<file path="src/rtl/cscfg_pkg.sv">
package cscfg_pkg;

  typedef enum logic [1:0] {
    ST_UNCFG = 2'd0,
    ST_MASKK = 2'd1,
    ST_CFGD  = 2'd2
  } slot_state_e;

  // True when the low w bits of m are ones above zeros (zeros may be empty).
  function automatic logic mask_ok(input logic [63:0] m, input int w);
    logic [63:0] lim;
    logic [63:0] inv;
    lim = (64'd1 << w) - 64'd1;
    inv = ~m & lim;
    return (inv & (inv + 64'd1)) == 64'd0;
  endfunction

  // Window hit for one slot, independent of priority.
  function automatic logic window_hit(input logic [63:0] addr, input logic [63:0] mask,
                                      input logic [63:0] base);
    return (addr & mask) == base;
  endfunction

endpackage

</file>
<file path="src/rtl/cscfg_slot.sv">
module cscfg_slot
  import cscfg_pkg::*;
#(
  parameter int          ADDR_W     = 20,
  parameter bit          IS_FIXED   = 1'b0,
  parameter logic [ADDR_W-1:0] FIXED_MASK = '0
) (
  input  logic              clk,
  input  logic              rst_n,
  input  logic              do_reset,
  input  logic              do_cfg,
  input  logic              do_uncfg,
  input  logic [ADDR_W-1:0] data,
  output slot_state_e       state,
  output logic [ADDR_W-1:0] mask,
  output logic [ADDR_W-1:0] base
);

  localparam slot_state_e HOME_ST   = IS_FIXED ? ST_MASKK : ST_UNCFG;
  localparam logic [ADDR_W-1:0] HOME_MASK = IS_FIXED ? FIXED_MASK : '0;

  always_ff @(posedge clk or negedge rst_n) begin
    if (!rst_n) begin
      state <= HOME_ST;
      mask  <= HOME_MASK;
      base  <= '0;
    end else if (do_reset) begin
      state <= HOME_ST;
      mask  <= HOME_MASK;
      base  <= '0;
    end else if (do_cfg) begin
      case (state)
        ST_UNCFG: begin
          mask  <= data;
          state <= ST_MASKK;
        end
        ST_MASKK: begin
          base  <= data & mask;
          state <= ST_CFGD;
        end
        default: ;
      endcase
    end else if (do_uncfg) begin
      state <= HOME_ST;
    end
  end

  // reset command returns the slot to its home state
  p_home_after_reset_r1: assert property (@(posedge clk) disable iff (!rst_n)
    do_reset |=> (state == HOME_ST && mask == HOME_MASK));

  // first chain step records the mask
  p_mask_step_r2: assert property (@(posedge clk) disable iff (!rst_n)
    (do_cfg && !do_reset && state == ST_UNCFG) |=> (state == ST_MASKK && mask == $past(data)));

  // second chain step records the masked base
  p_base_step_r3: assert property (@(posedge clk) disable iff (!rst_n)
    (do_cfg && !do_reset && state == ST_MASKK)
      |=> (state == ST_CFGD && base == ($past(data) & $past(mask))));

  // removal lands on the home state
  p_remove_r5: assert property (@(posedge clk) disable iff (!rst_n)
    (do_uncfg && !do_cfg && !do_reset) |=> (state == HOME_ST));

endmodule

</file>
<file path="src/rtl/cscfg_arbiter.sv">
module cscfg_arbiter
  import cscfg_pkg::*;
#(
  parameter int NUM_MOD = 5,
  parameter int ADDR_W  = 20,
  parameter int ID_W    = $clog2(NUM_MOD + 1) + 1
) (
  input  logic                           clk,
  input  logic                           rst_n,
  input  slot_state_e [NUM_MOD-1:0]      states,
  input  logic [NUM_MOD-1:0][ADDR_W-1:0] masks,
  input  logic [NUM_MOD-1:0][ADDR_W-1:0] bases,
  input  logic                           cmd_reset,
  input  logic                           cmd_config,
  input  logic                           cmd_unconfig,
  input  logic [ADDR_W-1:0]              cmd_data,
  output logic [NUM_MOD-1:0]             cfg_evt,
  output logic [NUM_MOD-1:0]             unc_evt,
  output logic [ID_W-1:0]                id_code
);

  localparam int IDX_W = ID_W - 1;

  logic [NUM_MOD-1:0] pend_oh;
  logic [NUM_MOD-1:0] unc_oh;
  logic               pend_found;
  logic               unc_found;

  always_comb begin
    pend_oh    = '0;
    unc_oh     = '0;
    id_code    = '0;
    pend_found = 1'b0;
    unc_found  = 1'b0;
    for (int i = 0; i < NUM_MOD; i++) begin
      if (!pend_found && states[i] != ST_CFGD) begin
        pend_found = 1'b1;
        pend_oh[i] = 1'b1;
        id_code    = {states[i] == ST_MASKK, IDX_W'(i + 1)};
      end
      if (!unc_found && states[i] == ST_CFGD && bases[i] == (cmd_data & masks[i])) begin
        unc_found = 1'b1;
        unc_oh[i] = 1'b1;
      end
    end
  end

  assign cfg_evt = (cmd_config && !cmd_reset) ? pend_oh : '0;
  assign unc_evt = (cmd_unconfig && !cmd_config && !cmd_reset) ? unc_oh : '0;

  // a config strobe with nothing pending reaches no slot
  p_cfg_idle_r4: assert property (@(posedge clk) disable iff (!rst_n)
    (id_code == '0) |-> (cfg_evt == '0));

  // unconfig never acts in the same cycle as another strobe
  p_strobe_prio_r10: assert property (@(posedge clk) disable iff (!rst_n)
    (cmd_reset || cmd_config) |-> (unc_evt == '0));

  // at most one slot is addressed by a removal
  p_single_remove_r5: assert property (@(posedge clk) disable iff (!rst_n)
    $onehot0(unc_evt));

endmodule

</file>
<file path="src/rtl/cscfg_match.sv">
module cscfg_match
  import cscfg_pkg::*;
#(
  parameter int NUM_MOD   = 5,
  parameter int ADDR_W    = 20,
  parameter int GATED_IDX = NUM_MOD - 1
) (
  input  logic                           clk,
  input  logic                           rst_n,
  input  logic [ADDR_W-1:0]              addr,
  input  slot_state_e [NUM_MOD-1:0]      states,
  input  logic [NUM_MOD-1:0][ADDR_W-1:0] masks,
  input  logic [NUM_MOD-1:0][ADDR_W-1:0] bases,
  input  logic                           gate_off,
  output logic [NUM_MOD-1:0]             sel
);

  logic [NUM_MOD-1:0] hit;
  logic [NUM_MOD-1:0] shape_ok;

  for (genvar g = 0; g < NUM_MOD; g++) begin : g_hit
    logic gated;
    assign gated       = (g == GATED_IDX) ? gate_off : 1'b0;
    assign shape_ok[g] = mask_ok(64'(masks[g]), ADDR_W);
    assign hit[g]      = (states[g] == ST_CFGD) && shape_ok[g] && !gated &&
                         window_hit(64'(addr), 64'(masks[g]), 64'(bases[g]));

    // a malformed mask never produces a select
    p_bad_mask_r8: assert property (@(posedge clk) disable iff (!rst_n)
      !mask_ok(64'(masks[g]), ADDR_W) |-> !sel[g]);

    // a select implies a configured slot whose window covers the address
    p_sel_valid_r7: assert property (@(posedge clk) disable iff (!rst_n)
      sel[g] |-> (states[g] == ST_CFGD && (addr & masks[g]) == bases[g]));
  end

  always_comb begin
    sel = '0;
    for (int i = 0; i < NUM_MOD; i++) begin
      if (hit[i] && sel == '0) sel[i] = 1'b1;
    end
  end

  // one winner at most
  p_onehot_sel_r7: assert property (@(posedge clk) disable iff (!rst_n) $onehot0(sel));

  // the gated slot stays silent under the disable input
  p_gate_r9: assert property (@(posedge clk) disable iff (!rst_n)
    gate_off |-> !sel[GATED_IDX]);

endmodule

</file>
<file path="src/rtl/chipsel_cfg.sv">
module chipsel_cfg
  import cscfg_pkg::*;
#(
  parameter int                NUM_MOD  = 5,
  parameter int                ADDR_W   = 20,
  parameter logic [ADDR_W-1:0] IO_MASK  = 20'hFFFC0,
  parameter int                ID_W     = $clog2(NUM_MOD + 1) + 1
) (
  input  logic               clk,
  input  logic               rst_n,
  input  logic               cmd_reset,
  input  logic               cmd_config,
  input  logic               cmd_unconfig,
  input  logic [ADDR_W-1:0]  cmd_data,
  output logic [ID_W-1:0]    id_code,
  input  logic [ADDR_W-1:0]  bus_addr,
  input  logic               hi_addr_mode,
  output logic [NUM_MOD-1:0] sel
);

  slot_state_e [NUM_MOD-1:0]      st;
  logic [NUM_MOD-1:0][ADDR_W-1:0] msk;
  logic [NUM_MOD-1:0][ADDR_W-1:0] bse;
  logic [NUM_MOD-1:0]             cfg_evt;
  logic [NUM_MOD-1:0]             unc_evt;

  for (genvar g = 0; g < NUM_MOD; g++) begin : g_slot
    cscfg_slot #(
      .ADDR_W    (ADDR_W),
      .IS_FIXED  (g == 0),
      .FIXED_MASK(IO_MASK)
    ) u_slot (
      .clk     (clk),
      .rst_n   (rst_n),
      .do_reset(cmd_reset),
      .do_cfg  (cfg_evt[g]),
      .do_uncfg(unc_evt[g]),
      .data    (cmd_data),
      .state   (st[g]),
      .mask    (msk[g]),
      .base    (bse[g])
    );
  end

  cscfg_arbiter #(
    .NUM_MOD(NUM_MOD),
    .ADDR_W (ADDR_W),
    .ID_W   (ID_W)
  ) u_arb (
    .clk         (clk),
    .rst_n       (rst_n),
    .states      (st),
    .masks       (msk),
    .bases       (bse),
    .cmd_reset   (cmd_reset),
    .cmd_config  (cmd_config),
    .cmd_unconfig(cmd_unconfig),
    .cmd_data    (cmd_data),
    .cfg_evt     (cfg_evt),
    .unc_evt     (unc_evt),
    .id_code     (id_code)
  );

  cscfg_match #(
    .NUM_MOD  (NUM_MOD),
    .ADDR_W   (ADDR_W),
    .GATED_IDX(NUM_MOD - 1)
  ) u_match (
    .clk     (clk),
    .rst_n   (rst_n),
    .addr    (bus_addr),
    .states  (st),
    .masks   (msk),
    .bases   (bse),
    .gate_off(hi_addr_mode),
    .sel     (sel)
  );

  // Previous-cycle states, kept only to observe how many slots move.
  slot_state_e [NUM_MOD-1:0] st_q;
  logic [NUM_MOD-1:0]        moved;

  always_ff @(posedge clk or negedge rst_n) begin
    if (!rst_n) st_q <= st;
    else        st_q <= st;
  end

  always_comb begin
    for (int i = 0; i < NUM_MOD; i++) moved[i] = (st[i] != st_q[i]);
  end

  // outside of a reset, a command moves one slot at most
  p_one_move_r5: assert property (@(posedge clk) disable iff (!rst_n)
    !$past(cmd_reset) |-> ($countones(moved) <= 1));

  // with nothing pending, config leaves every mask in place
  p_cfg_ignored_r4: assert property (@(posedge clk) disable iff (!rst_n)
    (cmd_config && !cmd_reset && id_code == '0) |=> $stable(msk) && $stable(bse));

endmodule

</file>
<file path="config.mk">
export PLATFORM = sky130hd
export DESIGN_NAME = chipsel_cfg
export DESIGN_NICKNAME = d
export VERILOG_FILES = /design/src/rtl/cscfg_pkg.sv /design/src/rtl/cscfg_slot.sv /design/src/rtl/cscfg_arbiter.sv /design/src/rtl/cscfg_match.sv /design/src/rtl/chipsel_cfg.sv
export SDC_FILE = /design/constraint.sdc
export NUM_CORES = 1
export LEC_CHECK = 0
export ABC_AREA = 0
export BUFFER_PORTS_ARGS = -buffer_cell sky130_fd_sc_hd__clkbuf_2
export CELL_PAD_IN_SITES_DETAIL_PLACEMENT = 1
export CELL_PAD_IN_SITES_GLOBAL_PLACEMENT = 2
export CORE_MARGIN = 2
export CORE_UTILIZATION = 35
export CTS_CLUSTER_SIZE = 14
export DETAILED_ROUTE_END_ITERATION = 7
export GPL_TIMING_DRIVEN = 0
export HOLD_SLACK_MARGIN = 0.03
export PLACE_DENSITY_LB_ADDON = 0.15
export SETUP_SLACK_MARGIN = 0.5
export SLEW_MARGIN = 20
export SYNTH_ARGS = -nofsm -noshare
export SYNTH_HDL_FRONTEND = slang
export SYNTH_SLANG_ARGS = --single-unit
</file>
<file path="constraint.sdc">
create_clock -name clk -period 2.1 [get_ports clk]
set_input_delay 0.105 -clock clk [delete_from_list [all_inputs] [get_ports clk]]
set_output_delay 0.105 -clock clk [all_outputs]
set_load 0.01 [all_outputs]
</file>
==> flow_metrics.tcl, run 1 <==
set metrics [dict create \
    start_kind "flip-flop" \
    io_buffers 47 \
    finalWorstSetupSlack_ns -0.8874 \
    max_stage_delay_ns 0.52 \
    htreeDepth 1 \
    slowest_stage "or4_4" \
    pwr-share-comb 0.168 \
    gr-total-overflow 0 \
    pwr-share-clk 0.426 \
    crit_buf_inv 1 \
    synth.distinct_cells 63 \
    antennaDiodeCount 0 \
    synth-seq-cells 210 \
    viasPerCell 5.924 \
    crit_chain "or4_4, or4_4, o21ai_2, and3_1, o2111ai_2, nor4_2, buf_2" \
    rsz0062_at_grt "yes" \
    path_delay_family "simple AND/OR/NAND/NOR gates" \
    dp_hpwl_mm 40.98 \
    worst_skew_pair.late_latency_ns 0.58 \
    crit_type "flip-flop to output port" \
    die_w_um 194.5 \
    syn_nets 1570 \
    relSlewSlack 0.2047 \
    drc 0 \
    area_growth_pct 35.78 \
    synth_top_flop_cell "dfrtp_1" \
    hp-start "cmd_data[1]" \
    arrival_ns 2.88 \
    die_h_um 194.5 \
    r2r-start "g_slot[0].u_slot.mask[11]" \
    avgSynthCellArea_um2 8.336 \
    start_util 0.3563 \
    cts_root_buffer "clkbuf_16" \
    maxSlewViolCount 0 \
    grt_pass1_wl_mm 88.70 \
    violations "negative setup slack" \
    layout_min_cycle_time_ns 2.987 \
    maxCapViolations 0 \
    crit_start "g_slot[4].u_slot.mask[3]" \
    cts_tree "built" \
    num_io_pins 55 \
    fmax_mhz 334.7 \
    setup_viol 11 \
    path_clk_slew_ns 0.06 \
    path_max_fanout 3 \
    power_leakage_nw 7.159 \
    drt_first_iter_violations 862 \
    antenna_found_initial 0 \
    p_total_mw 10.94 \
    cts_num_sinks 210 \
    crit_required_ns 2.00 \
    setup_tns_ns -4.482 \
    sw_frac_of_total 0.3082 \
    min_period_over_period 1.423 \
    vias 12960 \
    first_pass_iters 5 \
    hold_path.class "primary input to flip-flop" \
    final_nets 1754 \
    ys_async_sr_fraction 1.000 \
    grt_pass1_vias 12860 \
    drive_above_1_share 0.2768 \
    dieArea_um2 37840 \
    end_kind "output port" \
    grt.total_usage 0.3184 \
    drt_wl_total_mm 61.33 \
    wl_per_cell_um 28.03 \
    status "finished, violations left" \
    num_rows 69 \
    finClkSkew_ns 0.02408 \
    powerDensity_nw_per_um2 634.1 \
    hold_violations 0 \
    yosysWarnings 0 \
    grt_max_degree 71 \
    antenna_left 0 \
    place_congestion 0.8891 \
    vdd_drop_max_v 0.0005079 \
    cts-buffers-inserted 27 \
    seqPwrFrac 0.406 \
    synth-edff-count 0 \
    crit_top_cell "or4_4" \
    tightestPinTransition_ns 1.193 \
    clock_path_buffers 3 \
    core-area_um2 35660 \
    syn_inst 1524 \
    netlist_area_um2 12700 \
    p_int_mw 7.567 \
    switching_power_mw 3.371 \
    synth_seq_area_share 0.4151 \
]
-- worst register-to-register path, cell delays in order, from the launching register on --
cell and delay, ns:
dfstp_2 0.57, buf_4 0.13, and3_4 0.18, o22ai_1 0.13
or4_4 0.49, or3_4 0.43, a41oi_2 0.14, a22o_1 0.15
-- routing by layer --
layer,wire (µm),GRT usage,vias up
li1,-,-,5743
met1,27820,0.4594,6688
met2,27000,0.4892,412
met3,4014,0.04529,118
met4,2496,0.1060,0
met5,0,0,-
-- stage by stage --
step / setup slack (ns) / hold slack, ns / util / area [µm²] / instances
floorplan: -0.04344 / -0.1906 / - / 12910 / 1524
detailed placement: -0.8669 / 0.04280 / 0.3874 / 13810 / 2035
finish: -0.8874 / 0.05914 / 0.4838 / 17250 / 2188
global placement: -3.811 / 0.4432 / 0.3848 / 13720 / 2032
global route: -0.9801 / 0.06573 / 0.4838 / 17250 / 2188
CTS: -0.8774 / 0.03246 / 0.4624 / 16490 / 2161
-- worst paths after layout --
check                                            end  slack, ns  depth (start not counted)
max in group asynchronous   g_slot[4].u_slot.mask[1]       0.94                          5
min in group asynchronous  g_slot[2].u_slot.base[17]       0.08                          3
hold / removal              g_slot[0].u_slot.mask[1]       0.06                          3
setup / recovery                              sel[4]      -0.89                          7
setup reg to reg           g_slot[2].u_slot.state[1]      -0.19                          7
hold reg to reg             g_slot[4].u_slot.mask[1]       0.52                          2
-- cell usage in the layout, fill, tap and decap left out, types with 7 or more instances in the layout --
master           n
clkbuf_8        13
nor4_1          16
a21oi_1         62
nor2_1          57
nand2_1        244
nand3b_1        91
dfrtp_2         20
o21ai_0         48
and3_1          48
dfstp_2         15
buf_2           13
nand2b_1        41
nand4_1         23
nand2_2         38
clkbuf_16       41
dfrtp_1        175
clkbuf_2        56
a21oi_2         13
nand3_1         18
clkbuf_1        36
buf_8           23
o21ai_1         99
buf_4           37
inv_1           20
or4_4            8
nand2_4         20
xor2_1          55
o21ai_2         39
o22ai_1         29
nor3_1          11
dlygate4sd3_1   11
buf_12           9
xnor2_1         78
nor4_2           7
buf_6           33
mux2i_1         18
-- cell usage after synthesis (4+ instances only) --
cell type / instances / area share
o31ai_1: 4 / 0.0024
a31oi_1: 4 / 0.0020
nand3b_1: 91 / 0.054
dfrtp_1: 195 / 0.38
clkbuf_1: 76 / 0.022
o22a_1: 5 / 0.0034
nor2b_1: 11 / 0.0054
xor2_1: 57 / 0.039
nor4_1: 26 / 0.013
buf_2: 12 / 0.0047
mux2i_1: 20 / 0.016
nand2b_1: 46 / 0.023
o21ai_1: 35 / 0.014
nand2_1: 303 / 0.090
xnor2_1: 78 / 0.054
or3_1: 5 / 0.0025
nor3_1: 15 / 0.0059
a21oi_1: 80 / 0.032
or2_2: 4 / 0.0020
nor2_1: 57 / 0.017
and3_1: 50 / 0.025
inv_1: 21 / 0.0062
o21ai_0: 152 / 0.060
nand3_1: 29 / 0.011
dfstp_2: 15 / 0.031
o22ai_1: 29 / 0.014
a21o_1: 5 / 0.0030
a21boi_0: 4 / 0.0024
a2111oi_0: 4 / 0.0028
nand4_1: 23 / 0.011
or4_1: 9 / 0.0053
o2111ai_1: 6 / 0.0041
-- kinds of logic after synthesis --
logic type,Yosys count,share of synthesized area
flip-flops,210,0.4151
XOR/XNOR,135,0.09307
AO/OA/AOI/OAI,358,0.1609
multiplexers,20,0.01576
AND/OR/NAND/NOR,690,0.2806
buffers and inverters,111,0.03457
-- power groups by stage --
| stage | registers (mW) | logic, mW | clock network, mW |
|---|---|---|---|
| global placement | 4.50 | 1.36 | 0 |
| finish | 4.44 | 1.83 | 4.66 |
| floorplan | 4.41 | 0.763 | 0 |
| CTS | 4.42 | 1.66 | 4.72 |
| global route | 4.46 | 1.95 | 4.84 |
| detailed placement | 4.50 | 1.40 | 0 |
-- layout make-up --
cell class              count  area, µm²
plain buffers              90      848.3
fillers                  4088      18410
inverters                  21      78.83
well taps                 461      576.8
clock buffers              38      737.0
repair buffers            155       1588
flip-flops and latches    210       5299
multi-input cells        1203       8016
clock inverters            10      106.4
-- flip-flops by register name, summed over array words and instances, names as in the netlist --
signal,count
g_slot.u_slot.base,100
g_slot.u_slot.state,10
g_slot.u_slot.mask,100
-- what timing repair did --
item	CTS	global route
hold endpoints to repair	96	0
gates resized for setup	340	167
setup endpoints to repair	217	215
hold buffers	13	0
pin swaps	48	30
cloned	18	6
setup buffers	47	21
Power figures use the tool's default switching activity.
==> run 2, diff against run 1 <==
--- a/config.mk
+++ b/config.mk
@@ -7,11 +7,11 @@
 export LEC_CHECK = 0
 export ABC_AREA = 0
 export BUFFER_PORTS_ARGS = -buffer_cell sky130_fd_sc_hd__clkbuf_2
-export CELL_PAD_IN_SITES_DETAIL_PLACEMENT = 1
-export CELL_PAD_IN_SITES_GLOBAL_PLACEMENT = 2
+export CELL_PAD_IN_SITES_DETAIL_PLACEMENT = 0
+export CELL_PAD_IN_SITES_GLOBAL_PLACEMENT = 1
 export CORE_MARGIN = 2
-export CORE_UTILIZATION = 35
-export CTS_CLUSTER_SIZE = 14
+export CORE_UTILIZATION = 43
+export CTS_CLUSTER_SIZE = 28
 export DETAILED_ROUTE_END_ITERATION = 7
 export GPL_TIMING_DRIVEN = 0
 export HOLD_SLACK_MARGIN = 0.03
@@ -21,3 +21,4 @@
 export SYNTH_ARGS = -nofsm -noshare
 export SYNTH_HDL_FRONTEND = slang
 export SYNTH_SLANG_ARGS = --single-unit
+export TNS_END_PERCENT = 1
==> run 2 against run 1 <==
Effect of this change:
- the run still ends with negative setup slack left
- non-clock buffer count fell by 91
- critical path depth shrank 1
- combinational power shrank 20%
- clock-buffer cell count is 2 higher
- worst hold slack got worse by 0.0018 ns
- routed wire length shrank 15%
- power up 2.8%
- sequential cell count is the same
- design area down 12%
- fmax rose by 3.3%
- sequential power is essentially flat
- sequential share of layout area increased by 4.2 points
- critical path type unchanged
==> flow_metrics.tcl, run 2 (same netlist as run 1, synthesis figures left out) <==
set metrics [dict create \
    setup_viol 10 \
    first_pass_iters 6 \
    layout_min_cycle_time_ns 2.892 \
    cts_root_buffer "clkbuf_16" \
    tightestPinTransition_ns 1.215 \
    sw_frac_of_total 0.2774 \
    die_h_um 175.9 \
    dieArea_um2 30940 \
    power_leakage_nw 6.261 \
    fin_cells 2020 \
    nFillCells 2748 \
    clock_path_buffers 3 \
    pwr-share-comb 0.131 \
    antennaDiodeCount 0 \
    core-area_um2 28940 \
    start_kind "flip-flop" \
    hold_path.class "primary input to flip-flop" \
    p_int_mw 8.122 \
    holdWs_ns 0.05737 \
    hold_violations 0 \
    dp_hpwl_mm 36.59 \
    cts-buffers-inserted 26 \
    mostFrequentLayoutCell "nand2_1" \
    status "finished, violations left" \
    min_period_over_period 1.377 \
    io_buffers 47 \
    drc 0 \
    seqPwrFrac 0.394 \
    reg.largest.list "g_slot.u_slot.base: 100 flops, g_slot.u_slot.mask: 100 flops, g_slot.u_slot.state: 10 flops" \
    rsz0062_at_grt "yes" \
    maxSlewViolCount 0 \
    place_congestion 0.9801 \
    crit_type "flip-flop to output port" \
    relSlewSlack 0.1902 \
    die_w_um 175.9 \
    path_max_fanout 3 \
    finalWorstSetupSlack_ns -0.7918 \
    path_clk_slew_ns 0.06 \
    grt_max_degree 87 \
    vdd_drop_max_v 0.0005371 \
    grt_pass1_vias 11600 \
    crit_required_ns 2.00 \
    mostFrequentLayoutCells "nand2_1, dfrtp_1, o21ai_0" \
    drt_first_iter_violations 1278 \
    htreeDepth 1 \
    vias 12400 \
    gr-total-overflow 0 \
    finClkSkew_ns 0.02917 \
    end_kind "output port" \
    violations "negative setup slack" \
    num_io_pins 55 \
    start_util 0.4391 \
    num_rows 62 \
    grt_pass1_wl_mm 77.30 \
    dpl_worst_slack_ns -0.8513 \
    arrival_ns 2.79 \
    final_nets 1662 \
    grt.total_usage 0.3390 \
    antenna_found_initial 0 \
    switching_power_mw 3.118 \
    worst_skew_pair.late_latency_ns 0.56 \
    powerDensity_nw_per_um2 741.4 \
    pwr-share-clk 0.475 \
    viasPerCell 6.139 \
    finalInstanceArea_um2 15160 \
    cts_tree "built" \
    area_growth_pct 19.32 \
    antenna_left 0 \
    place_inst 1957 \
    rrSetupSlack_ns -0.20 \
    drt_wl_total_mm 52.39 \
    drive_above_1_share 0.1498 \
    maxCapViolations 0 \
    dpl_cell_area_um2 13490 \
    fmax_mhz 345.8 \
    wl_per_cell_um 25.94 \
    cts_num_sinks 210 \
]
## run 2: layer usage
metal / wire length (µm) / vias up / track usage
met4: 2291 / 0 / 0.1288
met1: 23130 / 6211 / 0.5057
met5: 0 / - / 0
met3: 4431 / 108 / 0.04459
li1: - / 5543 / -
met2: 22540 / 538 / 0.4995
## run 2: metrics by stage
step	total power, mW	TNS (ns)	util
floorplan	5.146	-0.07343	-
global placement	5.785	-739.23	0.4640
detailed placement	5.808	-25.97	0.4662
CTS	11.19	-4.960	0.5192
global route	11.52	-6.607	0.5239
finish	11.24	-4.341	0.5239
## run 2: repair_timing
action | 4_1_cts | 5_1_grt
resized for setup | 136 | 100
pin swaps | 17 | 11
endpoints found under the setup margin | 214 | 213
hold buffers | 11 | 0
hold endpoints to repair | 74 | 0
setup buffers | 4 | 0
## run 2: layout make-up
class,instances,area (µm²),share of cell area
clock inverters,8,192.7,0.01271
well taps,384,480.5,0.03169
inverters,21,78.83,0.005200
repair buffers,64,441.7,0.02914
clock buffers,40,824.5,0.05439
plain buffers,90,569.3,0.03755
multi-input cells,1203,7284,0.4805
flip-flops and latches,210,5288,0.3488
## run 2: power groups by stage
stage | clock network, mW | registers [mW] | logic, mW
2_1_floorplan | 0 | 4.40 | 0.742
4_1_cts | 5.36 | 4.42 | 1.41
3_5_place_dp | 0 | 4.49 | 1.32
3_3_place_gp | 0 | 4.49 | 1.30
5_1_grt | 5.50 | 4.45 | 1.57
6_report | 5.34 | 4.43 | 1.47
## run 2: worst paths after layout
check,from,endpoint,depth (start not counted)
setup reg to reg,g_slot[2].u_slot.mask[0],g_slot[2].u_slot.state[1],7
max in group asynchronous,rst_n,g_slot[4].u_slot.mask[3],3
setup / recovery,g_slot[2].u_slot.mask[0],sel[2],6
hold / removal,cmd_data[8],g_slot[0].u_slot.mask[8],3
min in group asynchronous,rst_n,g_slot[0].u_slot.base[7],2
hold reg to reg,g_slot[0].u_slot.mask[19],g_slot[0].u_slot.base[19],2
## run 2: critical path: stages (launching register included)
cell and delay (ns):
dfrtp_2 0.41, or4_4 0.51, or3_4 0.34, a221o_1 0.33
nor3_4 0.31, nor3b_2 0.21, buf_2 0.14
